## src/rtl/pwm_shadow_pkg.sv

```systemverilog
package pwm_shadow_pkg;
  localparam int unsigned N_CMP = 4;

  localparam int ADR_CTL  = 0;
  localparam int ADR_FRC  = 1;
  localparam int ADR_CMP0 = 2;

  localparam int CH_SET_A = 0;
  localparam int CH_SET_B = 1;
  localparam int CH_CLR_A = 2;
  localparam int CH_CLR_B = 3;

  localparam int B_DSEL  = 7;
  localparam int B_CSEL  = 6;
  localparam int B_FIFTY = 3;
  localparam int B_AUTO  = 1;
  localparam int B_OVR   = 0;
  localparam int B_FRC_A = 0;
  localparam int B_FRC_B = 1;
  localparam int B_SYNC  = 7;

  typedef struct packed {
    logic dsel;
    logic csel;
    logic fifty;
    logic auto_upd;
    logic ovr;
    logic frc_a;
    logic frc_b;
  } ctl_t;

  function automatic int lo_adr(input int ch);
    return ADR_CMP0 + 2 * ch;
  endfunction

  function automatic int hi_adr(input int ch);
    return ADR_CMP0 + 2 * ch + 1;
  endfunction
endpackage

```

## src/rtl/pwm_ctrl_regs.sv

```systemverilog
module pwm_ctrl_regs
  import pwm_shadow_pkg::*;
#(
  parameter int ADDR_W = 4
) (
  input  logic              clk_i,
  input  logic              rst_ni,
  input  logic              wr_en_i,
  input  logic [ADDR_W-1:0] addr_i,
  input  logic [7:0]        wdata_i,
  input  logic              cycle_end_i,
  output ctl_t              ctl_o,
  output logic [7:0]        rdata_o,
  output logic              copy_o
);
  localparam logic [ADDR_W-1:0] A_CTL    = ADDR_W'(ADR_CTL);
  localparam logic [ADDR_W-1:0] A_FRC    = ADDR_W'(ADR_FRC);
  localparam logic [ADDR_W-1:0] A_CLRAHI = ADDR_W'(hi_adr(CH_CLR_A));
  localparam logic [ADDR_W-1:0] A_CLRBHI = ADDR_W'(hi_adr(CH_CLR_B));

  ctl_t ctl_q;
  logic pending_q;
  logic sel_ctl, sel_frc;
  logic req_sw, req_auto, req;

  assign sel_ctl = (addr_i == A_CTL);
  assign sel_frc = (addr_i == A_FRC);

  always_ff @(posedge clk_i or negedge rst_ni) begin
    if (!rst_ni) begin
      ctl_q <= '0;
    end else if (wr_en_i) begin
      if (sel_ctl) begin
        ctl_q.dsel     <= wdata_i[B_DSEL];
        ctl_q.csel     <= wdata_i[B_CSEL];
        ctl_q.fifty    <= wdata_i[B_FIFTY];
        ctl_q.auto_upd <= wdata_i[B_AUTO];
        ctl_q.ovr      <= wdata_i[B_OVR];
      end
      if (sel_frc) begin
        ctl_q.frc_a <= wdata_i[B_FRC_A];
        ctl_q.frc_b <= wdata_i[B_FRC_B];
      end
    end
  end

  // request sources: software strobe, auto-update on clear high byte
  assign req_sw   = wr_en_i && sel_frc && wdata_i[B_SYNC];
  assign req_auto = wr_en_i && ctl_q.auto_upd &&
                    ((addr_i == A_CLRBHI) || (ctl_q.fifty && (addr_i == A_CLRAHI)));
  assign req      = req_sw || req_auto;
  assign copy_o   = pending_q && cycle_end_i;

  always_ff @(posedge clk_i or negedge rst_ni) begin
    if (!rst_ni) pending_q <= 1'b0;
    else         pending_q <= (pending_q && !cycle_end_i) || req;
  end

  always_comb begin
    rdata_o = '0;
    if (sel_ctl) begin
      rdata_o[B_DSEL]  = ctl_q.dsel;
      rdata_o[B_CSEL]  = ctl_q.csel;
      rdata_o[B_FIFTY] = ctl_q.fifty;
      rdata_o[B_AUTO]  = ctl_q.auto_upd;
      rdata_o[B_OVR]   = ctl_q.ovr;
    end
    if (sel_frc) begin
      rdata_o[B_FRC_A] = ctl_q.frc_a;
      rdata_o[B_FRC_B] = ctl_q.frc_b;
    end
  end

  assign ctl_o = ctl_q;

  AST_SYNC_CLEARS: assert property (@(posedge clk_i) disable iff (!rst_ni)
    (pending_q && cycle_end_i && !req) |=> !pending_q);
  AST_STROBE_ARMS: assert property (@(posedge clk_i) disable iff (!rst_ni)
    (wr_en_i && sel_frc && wdata_i[B_SYNC]) |=> pending_q);
  AST_AUTO_ARMS: assert property (@(posedge clk_i) disable iff (!rst_ni)
    (wr_en_i && ctl_q.auto_upd && addr_i == A_CLRBHI) |=> pending_q);
  AST_KEEP_NEW_REQ: assert property (@(posedge clk_i) disable iff (!rst_ni)
    (copy_o && req) |=> pending_q);
endmodule

```

## src/rtl/pwm_cmp_shadow.sv

```systemverilog
module pwm_cmp_shadow
  import pwm_shadow_pkg::*;
#(
  parameter int ADDR_W = 4,
  parameter int CMP_W  = 12
) (
  input  logic                          clk_i,
  input  logic                          rst_ni,
  input  logic                          wr_en_i,
  input  logic [ADDR_W-1:0]             addr_i,
  input  logic [7:0]                    wdata_i,
  input  logic                          fifty_i,
  input  logic                          copy_i,
  output logic [N_CMP-1:0][CMP_W-1:0]   act_o,
  output logic [7:0]                    rdata_o
);
  localparam int HI_W = CMP_W - 8;

  logic [N_CMP-1:0][7:0]      shd_lo_q;
  logic [N_CMP-1:0][HI_W-1:0] shd_hi_q;
  logic [N_CMP-1:0][CMP_W-1:0] act_q;

  for (genvar ch = 0; ch < N_CMP; ch++) begin : g_ch
    localparam int PEER = ch ^ 1;
    localparam logic [ADDR_W-1:0] A_LO  = ADDR_W'(lo_adr(ch));
    localparam logic [ADDR_W-1:0] A_HI  = ADDR_W'(hi_adr(ch));
    localparam logic [ADDR_W-1:0] P_LO  = ADDR_W'(lo_adr(PEER));
    localparam logic [ADDR_W-1:0] P_HI  = ADDR_W'(hi_adr(PEER));

    logic lo_hit, hi_hit;
    // fifty mode: peer channel address also writes this one
    assign lo_hit = wr_en_i && ((addr_i == A_LO) || (fifty_i && addr_i == P_LO));
    assign hi_hit = wr_en_i && ((addr_i == A_HI) || (fifty_i && addr_i == P_HI));

    always_ff @(posedge clk_i or negedge rst_ni) begin
      if (!rst_ni) begin
        shd_lo_q[ch] <= '0;
        shd_hi_q[ch] <= '0;
      end else begin
        if (lo_hit) shd_lo_q[ch] <= wdata_i;
        if (hi_hit) shd_hi_q[ch] <= wdata_i[HI_W-1:0];
      end
    end

    always_ff @(posedge clk_i or negedge rst_ni) begin
      if (!rst_ni)     act_q[ch] <= '0;
      else if (copy_i) act_q[ch] <= {shd_hi_q[ch], shd_lo_q[ch]};
    end

    AST_ACT_HOLD: assert property (@(posedge clk_i) disable iff (!rst_ni)
      !copy_i |=> $stable(act_q[ch]));
    AST_ACT_LOAD: assert property (@(posedge clk_i) disable iff (!rst_ni)
      copy_i |=> act_q[ch] == $past({shd_hi_q[ch], shd_lo_q[ch]}));
    AST_MIRROR_LO: assert property (@(posedge clk_i) disable iff (!rst_ni)
      (wr_en_i && fifty_i && addr_i == P_LO) |=> shd_lo_q[ch] == $past(wdata_i));
  end

  always_comb begin
    rdata_o = '0;
    for (int c = 0; c < N_CMP; c++) begin
      if (addr_i == ADDR_W'(lo_adr(c))) rdata_o = rdata_o | shd_lo_q[c];
      if (addr_i == ADDR_W'(hi_adr(c))) rdata_o = rdata_o | 8'(shd_hi_q[c]);
    end
  end

  assign act_o = act_q;
endmodule

```

## src/rtl/pwm_out_mux.sv

```systemverilog
module pwm_out_mux
  import pwm_shadow_pkg::*;
(
  input  ctl_t ctl_i,
  input  logic wave_a_i,
  input  logic wave_b_i,
  output logic out_a_o,
  output logic out_b_o,
  output logic out_c_o,
  output logic out_d_o
);
  assign out_a_o = ctl_i.ovr  ? ctl_i.frc_a : wave_a_i;
  assign out_b_o = ctl_i.ovr  ? ctl_i.frc_b : wave_b_i;
  assign out_c_o = ctl_i.csel ? wave_b_i    : wave_a_i;
  assign out_d_o = ctl_i.dsel ? wave_b_i    : wave_a_i;
endmodule

```

## src/rtl/pwm_shadow_ctrl.sv

```systemverilog
module pwm_shadow_ctrl
  import pwm_shadow_pkg::*;
#(
  parameter int ADDR_W = 4,
  parameter int CMP_W  = 12
) (
  input  logic              clk_i,
  input  logic              rst_ni,
  input  logic              wr_en_i,
  input  logic [ADDR_W-1:0] addr_i,
  input  logic [7:0]        wdata_i,
  output logic [7:0]        rdata_o,
  input  logic              cycle_end_i,
  input  logic              wave_a_i,
  input  logic              wave_b_i,
  output logic [CMP_W-1:0]  act_set_a_o,
  output logic [CMP_W-1:0]  act_set_b_o,
  output logic [CMP_W-1:0]  act_clr_a_o,
  output logic [CMP_W-1:0]  act_clr_b_o,
  output logic              out_a_o,
  output logic              out_b_o,
  output logic              out_c_o,
  output logic              out_d_o
);
  ctl_t ctl;
  logic copy;
  logic [7:0] ctl_rdata, cmp_rdata;
  logic [N_CMP-1:0][CMP_W-1:0] act;

  pwm_ctrl_regs #(.ADDR_W(ADDR_W)) u_ctrl (
    .clk_i(clk_i), .rst_ni(rst_ni), .wr_en_i(wr_en_i), .addr_i(addr_i),
    .wdata_i(wdata_i), .cycle_end_i(cycle_end_i),
    .ctl_o(ctl), .rdata_o(ctl_rdata), .copy_o(copy)
  );

  pwm_cmp_shadow #(.ADDR_W(ADDR_W), .CMP_W(CMP_W)) u_cmp (
    .clk_i(clk_i), .rst_ni(rst_ni), .wr_en_i(wr_en_i), .addr_i(addr_i),
    .wdata_i(wdata_i), .fifty_i(ctl.fifty), .copy_i(copy),
    .act_o(act), .rdata_o(cmp_rdata)
  );

  pwm_out_mux u_mux (
    .ctl_i(ctl), .wave_a_i(wave_a_i), .wave_b_i(wave_b_i),
    .out_a_o(out_a_o), .out_b_o(out_b_o), .out_c_o(out_c_o), .out_d_o(out_d_o)
  );

  assign rdata_o     = ctl_rdata | cmp_rdata;
  assign act_set_a_o = act[CH_SET_A];
  assign act_set_b_o = act[CH_SET_B];
  assign act_clr_a_o = act[CH_CLR_A];
  assign act_clr_b_o = act[CH_CLR_B];
endmodule

```

## config.mk

```make
export PLATFORM = sky130hd
export DESIGN_NAME = pwm_shadow_ctrl
export DESIGN_NICKNAME = d
export VERILOG_FILES = /design/src/rtl/pwm_shadow_pkg.sv /design/src/rtl/pwm_ctrl_regs.sv /design/src/rtl/pwm_cmp_shadow.sv /design/src/rtl/pwm_out_mux.sv /design/src/rtl/pwm_shadow_ctrl.sv
export SDC_FILE = /design/constraint.sdc
export NUM_CORES = 1
export LEC_CHECK = 0
export BUFFER_PORTS_ARGS = -buffer_cell sky130_fd_sc_hd__buf_4
export CAP_MARGIN = 40
export CELL_PAD_IN_SITES_DETAIL_PLACEMENT = 0
export CELL_PAD_IN_SITES_GLOBAL_PLACEMENT = 1
export CORE_ASPECT_RATIO = 1.1
export CORE_MARGIN = 2
export CORE_UTILIZATION = 45
export DETAILED_ROUTE_END_ITERATION = 8
export PLACE_DENSITY = 0.78
export SYNTH_ARGS = -nofsm -noshare
export SYNTH_HDL_FRONTEND = slang
export SYNTH_HIERARCHICAL = 1
export SYNTH_SLANG_ARGS = --single-unit
```

## constraint.sdc

```tcl
create_clock -name clk_i -period 1.8 [get_ports clk_i]
set_input_delay 0.18 -clock clk_i [delete_from_list [all_inputs] [get_ports clk_i]]
set_output_delay 0.18 -clock clk_i [all_outputs]
set_load 0.02 [all_outputs]
```

==> reports/metrics.json, run 1 <==
{
  "outcome": {
    "result_of_the_run": "complete, no violations"
  },
  "drt": {
    "detail_route.wirelength_um": 9830,
    "ant_nets": 0,
    "vias_per_cell": 5.34,
    "dr_total_vias": 2890,
    "drt_first_pass_iters": 6,
    "drt_first_iter_violations": 142,
    "drt_drc_violations_left": 0,
    "wire_per_inst_um": 18.2
  },
  "global_routing": {
    "grt_first_pass_wirelength_um": 15900,
    "gr-total-overflow": 0,
    "grt_pass1_vias": 2990,
    "largest_net_degree_at_the_start_of_global_routing": 105,
    "antenna_found_initial": 0,
    "global_route_usage_over_all_layers_pct": 18.3
  },
  "power_and_ir_drop": {
    "p_switching_w": 0.00255,
    "share_of_total_power_in_sequential_cells_pct": 43.2,
    "internal-power_w": 0.00579,
    "power.density_cell_area_nw_per_um2": 1420,
    "switching_share_pct": 30.6,
    "clkPwrFrac_pct": 24.8,
    "finalPower_w": 0.00834,
    "leakage_nw": 2.75,
    "combinationalPowerShare_pct": 32.0,
    "irDropWorstVdd_uv": 780
  },
  "floorplanning": {
    "chipWidth_um": 101,
    "design.die.area_um2": 11200,
    "floorplan.die.height_um": 111,
    "initial_utilization_pct": 45.7,
    "num_io_pins": 78,
    "core_area_um2": 10200,
    "floorplan.rows": 39
  },
  "logic_synthesis": {
    "top_count_cell_post_synth": "sky130_fd_sc_hd__dfrtp_1",
    "syn_inst": 319,
    "synthFlopType": "sky130_fd_sc_hd__dfrtp_1",
    "yosysUniqueCellTypes": 39,
    "synth_commonest_cells": "sky130_fd_sc_hd__dfrtp_1, sky130_fd_sc_hd__mux2_2, sky130_fd_sc_hd__mux2i_1",
    "async_flop_share_pct": 100,
    "synth_area_um2": 4680,
    "synth_largest_type_area_fraction_pct": 55.6,
    "synth.ff_latch_count": 104,
    "synth_largest_area_cell": "sky130_fd_sc_hd__dfrtp_1",
    "ys.warnings.count": 6,
    "synth_sequential_area_ratio_pct": 55.6,
    "post_synth_main_area_contributors": "sky130_fd_sc_hd__dfrtp_1, sky130_fd_sc_hd__mux2_2, sky130_fd_sc_hd__mux2i_1, sky130_fd_sc_hd__mux2_4, sky130_fd_sc_hd__a22oi_1",
    "synth_edf_count": 0,
    "syn-mean-instance-area_um2": 14.7
  },
  "worst_hold_path": {
    "hold_path.startpoint": "wdata_i[4]",
    "min_delay_worst_endpoint": "u_cmp/shd_lo_q[12]",
    "hold_path_class": "in2reg",
    "holdPathStages": 2
  },
  "worst_setup_path": {
    "setup.worst_path.start": "u_cmp/shd_lo_q[9]",
    "r2r_start": "u_ctrl/ctl_o[4]",
    "r2r-end": "u_cmp/shd_lo_q[24]",
    "rrSetupSlack_ps": 190,
    "critPathArrivalTime_ps": 1580,
    "reg2reg_depth": 3,
    "worst_setup_start_kind": "flop",
    "path_class": "reg2out",
    "end_kind": "primary output",
    "worstPathRequired_ps": 1620,
    "worst-path-max-fanout": 2
  },
  "final_layout": {
    "nets": 432,
    "antenna_cells_inserted": 0,
    "area_growth_syn_to_fin_pct": 25.2,
    "fin_util_pct": 57.2,
    "layout-drive-gt1-share_pct": 57.2,
    "fillers": 869
  },
  "sta": {
    "timing_worst_slew_pin_value_ps": 541,
    "timing.final.setup_violations": 0,
    "rsz_0062_raised_after_global_routing": "yes",
    "worst_slew_margin_rel_pct": 64.0,
    "finalWorstSetupSlack_ps": 42.3,
    "final-hold-violation-count": 0,
    "timing.clock.skew_ps": 4.47,
    "maxSlewViolCount": 0,
    "max_freq_mhz": 569,
    "finalCritPeriodShare_pct": 97.6,
    "finalWorstPathRequiredPeriod_ps": 1760
  },
  "clock_network": {
    "ctsHtreeMaxLevel": 3,
    "clockRootBuffer": "sky130_fd_sc_hd__clkbuf_16",
    "tritoncts": "yes",
    "clock_insertion_delay_worst_skew_ps": 340,
    "cts.reportedPaths.clkPinSlew_ps": 70,
    "cts_made_buffers": 9,
    "cts.path.max_buffers": 2,
    "cts_num_sinks": 104
  },
  "placed_design": {
    "hpwl_um": 6760,
    "buffer_ports.inserted": 77,
    "gp_congestion": 0.754,
    "dp_worst_setup_slack_ps": 33.4
  },
  "flow_run": {
    "cap_violations": 0
  }
}
layout by cell type (no fill, tap or decap), types with 5 or more instances in the layout:
| cell | count |
|---|---|
| sky130_fd_sc_hd__dfrtp_1 | 104 |
| sky130_fd_sc_hd__mux2_2 | 101 |
| sky130_fd_sc_hd__buf_4 | 92 |
| sky130_fd_sc_hd__mux2i_1 | 19 |
| sky130_fd_sc_hd__clkbuf_16 | 9 |
| sky130_fd_sc_hd__or2_1 | 8 |
| sky130_fd_sc_hd__a22oi_1 | 8 |
| sky130_fd_sc_hd__mux2_4 | 5 |
routing by layer:
layer	GRT usage (%)	wire length, um
met1	26.7	4630
met2	27.8	4760
met3	3.40	308
met4	5.68	139
met5	0	0
cells by family after synthesis:
kind of cell / after synthesis / share of synthesized area (%)
compound gates: 29 / 5.75
buf+inv: 17 / 1.84
flops: 104 / 55.6
mux: 126 / 30.2
other cells: 1 / 0.0801
simple gates: 42 / 6.50
stage by stage:
stage	setup TNS (ps)	hold WS (ps)	std cells	instance area [um^2]
floorplan	0	-116	321	4690
global placement	0	290	512	5420
detailed placement	0	292	512	5420
CTS	0	97.5	535	5810
global route	-102	109	541	5860
finish	0	112	541	5860
area by class of cell:
| type | instances | area, um^2 | area share (%) |
|---|---|---|---|
| clock buffers | 10 | 239 | 4.08 |
| repair buffers | 98 | 774 | 13.2 |
| inverters | 1 | 3.75 | 0.0640 |
| clock inverters | 5 | 81.3 | 1.39 |
| flip-flops and latches | 104 | 2600 | 44.4 |
| multi-input cells | 200 | 2010 | 34.2 |
| well taps | 123 | 154 | 2.63 |
power by group through the flow:
stage               registers [W]  clock network [W]  logic, W
floorplan                 0.00406                  0   0.00101
global placement          0.00365                  0   0.00251
detailed placement        0.00367                  0   0.00255
CTS                       0.00362            0.00212   0.00264
global route              0.00371            0.00220   0.00286
finish                    0.00360            0.00207   0.00267
worst max-delay path: stages (launching register included):
cell                       delay, ps
sky130_fd_sc_hd__dfrtp_1         390
sky130_fd_sc_hd__mux2i_1         170
sky130_fd_sc_hd__o22a_1          190
sky130_fd_sc_hd__o221ai_1        100
sky130_fd_sc_hd__or2_1           250
sky130_fd_sc_hd__buf_6           140
how the worst max path moves through the flow:
stage	endpoint	cells past startpoint	slack, ps
after floorplan	rdata_o[0]	5	280
after global placement	u_cmp/shd_lo_q[28]	4	50
after detailed placement	u_cmp/shd_lo_q[24]	4	30
after CTS	rdata_o[1]	5	3
after global routing	rdata_o[1]	5	-50
final	rdata_o[1]	5	40
flip-flops by register name, indices dropped and copies added, names as in the netlist:
| name | flops |
|---|---|
| u_ctrl/pending_q | 1 |
| u_cmp/shd_lo_q | 32 |
| u_ctrl/ctl_o | 7 |
| u_cmp/shd_hi_q | 16 |
| u_cmp/act_o | 48 |
what timing repair did:
action,in CTS,in global routing
endpoints found under the hold margin,104,0
pin swaps,5,5
hold buffers,1,0
setup endpoints to repair,3,4
gates resized for setup,3,1
buffers inserted,7,6
(Power assumes the default switching activity.)
==> run 2, diff against run 1 <==
--- a/config.mk
+++ b/config.mk
@@ -5,7 +5,6 @@
 export SDC_FILE = /design/constraint.sdc
 export NUM_CORES = 1
 export LEC_CHECK = 0
-export BUFFER_PORTS_ARGS = -buffer_cell sky130_fd_sc_hd__buf_4
 export CAP_MARGIN = 40
 export CELL_PAD_IN_SITES_DETAIL_PLACEMENT = 0
 export CELL_PAD_IN_SITES_GLOBAL_PLACEMENT = 1
@@ -13,7 +12,8 @@
 export CORE_MARGIN = 2
 export CORE_UTILIZATION = 45
 export DETAILED_ROUTE_END_ITERATION = 8
-export PLACE_DENSITY = 0.78
+export DONT_BUFFER_PORTS = 1
+export PLACE_DENSITY = 0.7
 export SYNTH_ARGS = -nofsm -noshare
 export SYNTH_HDL_FRONTEND = slang
 export SYNTH_HIERARCHICAL = 1
==> reports/metrics.json, run 2 (synthesis gave the netlist of run 1 again) <==
{
  "outcome": {
    "result_of_the_run": "complete, but fails checks",
    "failing_checks": "negative hold slack"
  },
  "worst_setup_path": {
    "crit_path_cell_trace": "mux2i_1 > o22a_1 > o221ai_1 > or2_1",
    "rrSetupSlack_ps": 240,
    "worst_setup_start_kind": "flop",
    "end_kind": "primary output",
    "critical_path_buf_inv_count": 0,
    "reg2reg_depth": 3,
    "critical_path.slowest_cell": "sky130_fd_sc_hd__dfrtp_1",
    "r2r_start": "u_ctrl/ctl_o[4]",
    "critPathMaxStageDelay_ps": 400,
    "critPathTopFamily": "flip-flops",
    "worstPathRequired_ps": 1620,
    "critPathArrivalTime_ps": 1540,
    "worst-path-max-fanout": 3,
    "r2r-end": "u_cmp/shd_lo_q[30]",
    "path_class": "reg2out"
  },
  "floorplanning": {
    "floorplan.die.height_um": 111,
    "initial_utilization_pct": 45.7,
    "core_area_um2": 10200,
    "num_io_pins": 78,
    "chipWidth_um": 101,
    "design.die.area_um2": 11200,
    "floorplan.rows": 39
  },
  "sta": {
    "finalWorstSetupSlack_ps": 76.5,
    "fin_setup_tns_ps": 0,
    "maxSlewViolCount": 0,
    "timing.clock.skew_ps": 7.27,
    "holdWs_ps": -471,
    "timing_worst_slew_pin_value_ps": 552,
    "timing.final.setup_violations": 0,
    "max_freq_mhz": 580,
    "worst_slew_margin_rel_pct": 63.1,
    "finalWorstPathRequiredPeriod_ps": 1720,
    "rsz_0062_raised_after_global_routing": "no",
    "finalCritPeriodShare_pct": 95.8,
    "final-hold-violation-count": 104
  },
  "global_routing": {
    "global_route_usage_over_all_layers_pct": 18.2,
    "largest_net_degree_at_the_start_of_global_routing": 105,
    "grt_first_pass_wirelength_um": 15400,
    "antenna_found_initial": 0,
    "gr-total-overflow": 0,
    "grt_pass1_vias": 2735
  },
  "clock_network": {
    "cts.path.max_buffers": 2,
    "cts-hold-fix-buffers": 9,
    "ctsHtreeMaxLevel": 3,
    "tritoncts": "yes",
    "cts_num_sinks": 104,
    "clock_insertion_delay_worst_skew_ps": 350,
    "clockRootBuffer": "sky130_fd_sc_hd__clkbuf_16",
    "cts_made_buffers": 9,
    "cts.reportedPaths.clkPinSlew_ps": 70
  },
  "final_layout": {
    "layout.cells.most_common": "sky130_fd_sc_hd__dfrtp_1",
    "multi_input_comb_area_um2": 2010,
    "fillers": 885,
    "layout_common_cells": "sky130_fd_sc_hd__dfrtp_1, sky130_fd_sc_hd__mux2_2, sky130_fd_sc_hd__mux2i_1",
    "antenna_cells_inserted": 0,
    "layout-drive-gt1-share_pct": 44.3,
    "sequential_cell_area_um2": 2600,
    "largest_register_ff_count": 48,
    "area_growth_syn_to_fin_pct": 10.6,
    "nets": 345
  },
  "flow_run": {
    "cap_violations": 0
  },
  "power_and_ir_drop": {
    "internal-power_w": 0.00487,
    "switching_share_pct": 32.7,
    "p_switching_w": 0.00237,
    "clkPwrFrac_pct": 26.1,
    "irDropWorstVdd_uv": 569,
    "combinationalPowerShare_pct": 15.8,
    "power.density_cell_area_nw_per_um2": 1400,
    "leakage_nw": 2.28,
    "share_of_total_power_in_sequential_cells_pct": 58.1
  },
  "worst_hold_path": {
    "hold_path_class": "in2async"
  },
  "placed_design": {
    "gp_congestion": 0.802,
    "hpwl_um": 6610,
    "dp_worst_setup_slack_ps": 256,
    "buffer_ports.inserted": 0
  },
  "drt": {
    "drt_first_iter_violations": 82,
    "dr_total_vias": 2555,
    "drt_first_pass_iters": 4,
    "ant_nets": 0,
    "drt_drc_violations_left": 0,
    "vias_per_cell": 5.62,
    "wire_per_inst_um": 21.1,
    "detail_route.wirelength_um": 9620
  }
}
[run 2: cell count changes in the layout (fill, tap and decap cells not counted)]
cell,change
sky130_fd_sc_hd__buf_12,-1
sky130_fd_sc_hd__buf_4,-91
sky130_fd_sc_hd__buf_6,-3
sky130_fd_sc_hd__bufinv_16,-2
sky130_fd_sc_hd__clkbuf_8,+1
sky130_fd_sc_hd__dlygate4sd3_1,+8
sky130_fd_sc_hd__inv_6,+2
sky130_fd_sc_hd__o221ai_1,+1
sky130_fd_sc_hd__o221ai_2,-1
sky130_fd_sc_hd__or2_1,-3
sky130_fd_sc_hd__or2_4,+3
[run 2: worst register-to-register path, cell delays in order, from the launching register on]
cell and delay, ps:
sky130_fd_sc_hd__dfrtp_1 440, sky130_fd_sc_hd__nand4b_1 240, sky130_fd_sc_hd__a21oi_4 390, sky130_fd_sc_hd__mux2_2 380
[run 2: power groups by stage]
stage	Combinational [W]	Clock [W]	Sequential [W]
floorplan	0.00101	0	0.00406
global placement	0.00107	0	0.00426
detailed placement	0.00111	0	0.00428
CTS	0.00116	0.00196	0.00423
global route	0.00126	0.00203	0.00432
finish	0.00115	0.00189	0.00421
[run 2: per-stage QoR]
stage | power, W | cells | cell area, um^2 | util, %
2_1_floorplan | 0.00506 | 321 | 4690 | -
6_report | 0.00724 | 455 | 5180 | 50.5
4_1_cts | 0.00734 | 455 | 5170 | 50.5
3_5_place_dp | 0.00538 | 430 | 4790 | 46.7
3_3_place_gp | 0.00534 | 430 | 4790 | 46.7
5_1_grt | 0.00761 | 455 | 5180 | 50.5
[run 2: worst max-delay path by stage]
stage | from | end | slack [ps] | depth (start not counted)
after floorplan | addr_i[0] | rdata_o[0] | 280 | 5
after global placement | u_ctrl/ctl_o[4] | u_cmp/shd_lo_q[28] | 290 | 3
after detailed placement | addr_i[1] | u_cmp/shd_lo_q[30] | 260 | 3
after CTS | u_cmp/shd_hi_q[4] | rdata_o[0] | 20 | 4
after global routing | u_cmp/shd_hi_q[2] | rdata_o[2] | 9 | 4
final | u_cmp/shd_hi_q[2] | rdata_o[2] | 80 | 4
[run 2: area by class of cell]
class                      count  area share, %
timing repair buffer          11           2.27
clock inverter                 5          0.749
multi-input combinational    200           38.8
clock buffer                  11           4.88
tap                          123           2.97
inverter                       1         0.0725
sequential                   104           50.3
[run 2: routing by layer]
metal  global-route usage (%)  vias to the layer above  routed length (um)  part of all wire [%]
met5                        0                        -                   0                     0
met4                     7.48                        0                 204                   2.1
met3                     5.36                       13                 517                   5.4
met2                     28.4                       62                4670                    49
met1                     23.7                     1300                4230                    44
li1                         -                     1180                   -                     -
[run 2: repair_timing]
action / CTS / global route
setup buffers: 0 / 0
endpoints found under the setup margin: 1 / 3
endpoints found under the hold margin: 160 / 104
pin swaps: 0 / 1
resized for setup: 1 / 2
